===== config.mk =====
export PLATFORM = sky130hd
export DESIGN_NAME = chan_irq_combiner
export DESIGN_NICKNAME = d
export VERILOG_FILES = /design/src/rtl/irq_agg_pkg.sv /design/src/rtl/irq_req_capture.sv /design/src/rtl/irq_ctrl_regs.sv /design/src/rtl/irq_read_port.sv /design/src/rtl/irq_out_stage.sv /design/src/rtl/chan_irq_combiner.sv
export SDC_FILE = /design/constraint.sdc
export NUM_CORES = 1
export LEC_CHECK = 0
export BUFFER_PORTS_ARGS = -buffer_cell sky130_fd_sc_hd__buf_4
export CAP_MARGIN = 0
export CORE_MARGIN = 3
export CORE_UTILIZATION = 50
export CTS_CLUSTER_DIAMETER = 120
export DETAILED_ROUTE_END_ITERATION = 16
export PLACE_DENSITY = 0.81
export SYNTH_ARGS = -nofsm -noshare
export SYNTH_HDL_FRONTEND = slang
export SYNTH_HIERARCHICAL = 1
export SYNTH_SLANG_ARGS = --single-unit

===== constraint.sdc =====
create_clock -name clk -period 2.55 [get_ports clk]
set_input_delay 0.3825 -clock clk [delete_from_list [all_inputs] [get_ports clk]]
set_output_delay 0.3825 -clock clk [all_outputs]
set_load 0.03 [all_outputs]

===== src/rtl/irq_agg_pkg.sv =====
package irq_agg_pkg;
  localparam int unsigned AGG_DATA_W  = 32;
  localparam int unsigned ADDR_STATUS = 0;
  localparam int unsigned ADDR_BLOCK  = 1;
  localparam int unsigned ADDR_PEND   = 2;
  localparam int unsigned ADDR_CTRL   = 3;

  typedef enum logic [1:0] {
    SEL_STATUS = 2'd0,
    SEL_BLOCK  = 2'd1,
    SEL_PEND   = 2'd2,
    SEL_CTRL   = 2'd3
  } reg_sel_e;
endpackage


===== src/rtl/irq_req_capture.sv =====
module irq_req_capture #(
  parameter int unsigned NUM_CH = 16
) (
  input  logic              clk,
  input  logic              rst,
  input  logic [NUM_CH-1:0] req_in,
  output logic [NUM_CH-1:0] status_q
);
  for (genvar g = 0; g < NUM_CH; g++) begin : g_ch
    always_ff @(posedge clk) begin
      if (rst) status_q[g] <= 1'b0;
      else     status_q[g] <= req_in[g];
    end
  end
endmodule


===== src/rtl/irq_ctrl_regs.sv =====
module irq_ctrl_regs
  import irq_agg_pkg::*;
#(
  parameter int unsigned NUM_CH = 16,
  parameter int unsigned ADDR_W = 4,
  parameter int unsigned EN_BIT = 20
) (
  input  logic                  clk,
  input  logic                  rst,
  input  logic                  wr_en,
  input  logic [ADDR_W-1:0]     addr,
  input  logic [AGG_DATA_W-1:0] wdata,
  output logic [NUM_CH-1:0]     block_q,
  output logic                  gen_en_q
);
  logic hit_block, hit_ctrl;

  always_comb begin
    hit_block = wr_en && (addr == ADDR_W'(ADDR_BLOCK));
    hit_ctrl  = wr_en && (addr == ADDR_W'(ADDR_CTRL));
  end

  always_ff @(posedge clk) begin
    if (rst) begin
      block_q  <= '1;
      gen_en_q <= 1'b0;
    end else begin
      if (hit_block) block_q  <= wdata[NUM_CH-1:0];
      if (hit_ctrl)  gen_en_q <= wdata[EN_BIT];
    end
  end
endmodule


===== src/rtl/irq_read_port.sv =====
module irq_read_port
  import irq_agg_pkg::*;
#(
  parameter int unsigned NUM_CH = 16,
  parameter int unsigned ADDR_W = 4,
  parameter int unsigned EN_BIT = 20
) (
  input  logic                  clk,
  input  logic                  rst,
  input  logic                  rd_en,
  input  logic [ADDR_W-1:0]     addr,
  input  logic [NUM_CH-1:0]     status,
  input  logic [NUM_CH-1:0]     block,
  input  logic [NUM_CH-1:0]     pend,
  input  logic                  gen_en,
  output logic [AGG_DATA_W-1:0] rdata_q
);
  localparam int unsigned SEL_W = 2;
  logic                  mapped;
  reg_sel_e              sel;
  logic [AGG_DATA_W-1:0] word;

  always_comb begin
    mapped = (addr >> SEL_W) == '0;
    sel    = reg_sel_e'(addr[SEL_W-1:0]);
    word   = '0;
    if (mapped) begin
      unique case (sel)
        SEL_STATUS: word[NUM_CH-1:0] = status;
        SEL_BLOCK:  word[NUM_CH-1:0] = block;
        SEL_PEND:   word[NUM_CH-1:0] = pend;
        SEL_CTRL:   word[EN_BIT]     = gen_en;
        default:    word             = '0;
      endcase
    end
  end

  always_ff @(posedge clk) begin
    if (rst)        rdata_q <= '0;
    else if (rd_en) rdata_q <= word;
  end
endmodule


===== src/rtl/irq_out_stage.sv =====
module irq_out_stage #(
  parameter int unsigned NUM_CH = 16
) (
  input  logic              clk,
  input  logic              rst,
  input  logic [NUM_CH-1:0] status,
  input  logic [NUM_CH-1:0] block,
  input  logic              gen_en,
  output logic [NUM_CH-1:0] pend,
  output logic              irq_q
);
  always_comb pend = status & ~block;

  always_ff @(posedge clk) begin
    if (rst) irq_q <= 1'b0;
    else     irq_q <= gen_en && (|pend);
  end
endmodule


===== src/rtl/chan_irq_combiner.sv =====
module chan_irq_combiner
  import irq_agg_pkg::*;
#(
  parameter int unsigned NUM_CH = 16,
  parameter int unsigned ADDR_W = 4,
  parameter int unsigned EN_BIT = 20
) (
  input  logic                  clk,
  input  logic                  rst,
  input  logic [NUM_CH-1:0]     chan_req,
  input  logic [ADDR_W-1:0]     reg_addr,
  input  logic                  reg_wr_en,
  input  logic [AGG_DATA_W-1:0] reg_wdata,
  input  logic                  reg_rd_en,
  output logic [AGG_DATA_W-1:0] reg_rdata,
  output logic                  dev_irq
);
  logic [NUM_CH-1:0] status_q;
  logic [NUM_CH-1:0] block_q;
  logic [NUM_CH-1:0] pend;
  logic              gen_en_q;

  irq_req_capture #(.NUM_CH(NUM_CH)) u_capture (
    .clk(clk), .rst(rst), .req_in(chan_req), .status_q(status_q)
  );

  irq_ctrl_regs #(.NUM_CH(NUM_CH), .ADDR_W(ADDR_W), .EN_BIT(EN_BIT)) u_regs (
    .clk(clk), .rst(rst), .wr_en(reg_wr_en), .addr(reg_addr),
    .wdata(reg_wdata), .block_q(block_q), .gen_en_q(gen_en_q)
  );

  irq_out_stage #(.NUM_CH(NUM_CH)) u_out (
    .clk(clk), .rst(rst), .status(status_q), .block(block_q),
    .gen_en(gen_en_q), .pend(pend), .irq_q(dev_irq)
  );

  irq_read_port #(.NUM_CH(NUM_CH), .ADDR_W(ADDR_W), .EN_BIT(EN_BIT)) u_rd (
    .clk(clk), .rst(rst), .rd_en(reg_rd_en), .addr(reg_addr),
    .status(status_q), .block(block_q), .pend(pend), .gen_en(gen_en_q),
    .rdata_q(reg_rdata)
  );
endmodule


==> results.json <==
{
  "nNetsFinal": 337,
  "peakVddDrop_mv": 0.290,
  "grt_antenna_before_repair": 0,
  "synth-xor-area-share": 0,
  "synth_area_um2": 2350,
  "ys_seq_area_frac": 0.434,
  "synth_top_family_by_area": "simple AND/OR/NAND/NOR gates",
  "worst_skew_pair.late_latency_ns": 0.29,
  "end_kind": "register",
  "cts-buffers-inserted": 5,
  "cts_max_path_buffers": 2,
  "num_rows": 24,
  "rsz0062_at_grt": "false",
  "drv_slew": 0,
  "min_path_type": "input pin to register",
  "vias": 1693,
  "core_um2": 4440,
  "place_hpwl_mm": 3.32,
  "grt_pass1_vias": 1538,
  "synth_edf_count": 0,
  "die_area_um2": 5560,
  "cts_tree": "done",
  "met1_usage": 0.233,
  "synthAdderAreaFrac": 0,
  "synthFlopType": "dfxtp_1",
  "p_per_area_nw_per_um2": 519,
  "avgRoutedWirePerCell_um": 13.4,
  "cp_max_fo": 54,
  "ys_ff_latch": 51,
  "synth_compound_area_frac": 0.137,
  "skew_ns": 0.00585,
  "gp_congestion": 0.794,
  "power.total_mw": 1.45,
  "path_class": "input pin to register",
  "crit_buf_inv": 1,
  "cp.required_ns": 2.79,
  "setup.worst_path.start_class": "input pin",
  "p_leak_nw": 1.16,
  "synthCells": 229,
  "cp_top_family": "compound AO/OA/AOI/OAI gates",
  "status": "finished, final reports clean",
  "ioPinCount": 89,
  "async_flop_share": 0,
  "drcViolationCount": 0,
  "cap_violations": 0,
  "vias_per_cell": 5.07,
  "yosys.area.top_type_share": 0.434,
  "htreeDepth": 2,
  "die_x_um": 74.6,
  "synth_mux_area_frac": 0.140,
  "grt_usage": 0.164,
  "grt-ovfl-total": 0,
  "setup_viol": 0,
  "grt_max_degree": 55,
  "first_pass_iters": 4,
  "io_buffers": 58,
  "start_util": 0.529,
  "yosysWarnings": 6,
  "arrival_ns": 1.79,
  "synth_largest_area_cell": "dfxtp_1",
  "met3_usage": 0.0365,
  "crit_chain": "buf_4 > or4b_4 > a21oi_4 > a22o_2",
  "clk_pin_slew_worst_paths_ns": 0.09,
  "fin_crit_sh": 0.609,
  "slowest_stage": "or4b_4",
  "syn2layout_area_growth_pct": 19.1,
  "synth_area_leaders": "dfxtp_1 43%, mux2i_1 14%, o2bb2ai_1 6.0%, nor2b_1 5.3%, nor2_1 5.3%",
  "cts_setup_buffers": 0,
  "drive_gt1_frac": 0.330,
  "clock_sinks": 51,
  "synth_area_per_cell_um2": 10.3,
  "root_buffer": "clkbuf_8",
  "antenna_cells": 0,
  "post-route-min-period_ns": 1.55,
  "busiest_layer": "met2",
  "post_cts_resized": 0,
  "fmax_ghz": 0.644,
  "n_fill_cell": 388,
  "drt_iter0_drc": 70,
  "ant_nets": 0,
  "slew_headroom": 0.354,
  "met2_usage": 0.242,
  "hold_violations": 0,
  "tns_ns": 0,
  "grt_pass1_wl_mm": 6.99,
  "wl_mm": 4.49,
  "slowest_delay_ns": 0.55,
  "synthDistinctLibCells": 25,
  "worstMarginPinSlew_ns": 0.965,
  "die_h_um": 74.6,
  "hold_buffers": 0,
  "synthSimpleGateAreaFrac": 0.202
}
==> flip-flops by register name, indices dropped and copies added, names as in the netlist <==
name and flops:
u_rd/rdata_q 17, u_capture/status_q 16, u_out/irq_q 1, u_regs/block_q 16, u_regs/gen_en_q 1
==> cell usage after synthesis, drive strengths merged, types with 2 or more instances <==
library cell,instances
a21oi,2
a22o,16
and2b,6
buf,23
clkbuf,6
dfxtp,51
mux2i,33
nand2b,4
nor2,33
nor2b,27
nor4,5
o2bb2ai,16
==> cells by family after synthesis <==
family,Yosys count
buffers and inverters,29
other,1
AOI/OAI and AO/OA,35
and+or+nand+nor,80
muxes,33
DFF,51
==> cells in the final DEF (no fill, tap or decap), types with 4 or more instances in the layout <==
master      n
mux2i_1    33
nor2_1     33
conb_1     15
nor2b_2     7
nor4_1      4
o2bb2ai_1  16
and2b_2     6
clkbuf_8    5
nor2b_1    20
nand2b_1    4
a22o_2     10
a22o_1      6
buf_4      60
dfxtp_1    51
==> worst reg2reg max path: cells and delay by family, from the launching register on <==
family             cells  cell delay [ns]
AOI/OAI and AO/OA      1             0.18
DFF                    1             0.33
and+or+nand+nor        2             0.48
==> report_power, final <==
part	internal [mW]	total [mW]	switching, mW	leakage [nW]
Clock	0.193	0.429	0.236	0.0422
Sequential	0.817	0.828	0.0115	0.417
Combinational	0.0881	0.197	0.109	0.704
==> metrics by stage <==
step            util  hold slack, ns  setup WS (ns)  cell area [um2]  cells
6_report       0.630           0.294          0.998             2800    334
5_1_grt        0.630           0.294          0.957             2800    334
4_1_cts        0.630           0.288           1.02             2800    334
3_5_place_dp   0.612           0.465          0.719             2720    326
3_3_place_gp   0.612           0.460          0.727             2720    326
2_1_floorplan      -           0.442           1.12             2400    243
==> routing by layer <==
metal / routed length [um] / vias up
met5: 0 / -
met4: 49 / 0
met2: 1970 / 52
met1: 2230 / 766
met3: 240 / 4
li1: - / 871
==> path summary, 6_finish.rpt <==
kind                         start                    end  slack, ns  depth (start not counted)
max                            rst        u_rd/rdata_q[1]        1.0                          4
min reg2reg       u_rd/rdata_q[20]       u_rd/rdata_q[20]       0.48                          2
max reg2reg  u_capture/status_q[2]            u_out/irq_q       1.43                          3
min                    chan_req[3]  u_capture/status_q[3]       0.29                          2
==> cell type report <==
class                           instances  area [um2]  share of cell area
Clock buffer                            7        76.3              0.0272
Multi-Input combinational cell        163        1180               0.423
Clock inverter                          1        5.00             0.00179
Sequential cell                        51        1020               0.364
Timing Repair Buffer                   60         450               0.161
Tap cell                               52        65.1              0.0232
Note: power is estimated with default switching activity, not from simulation.
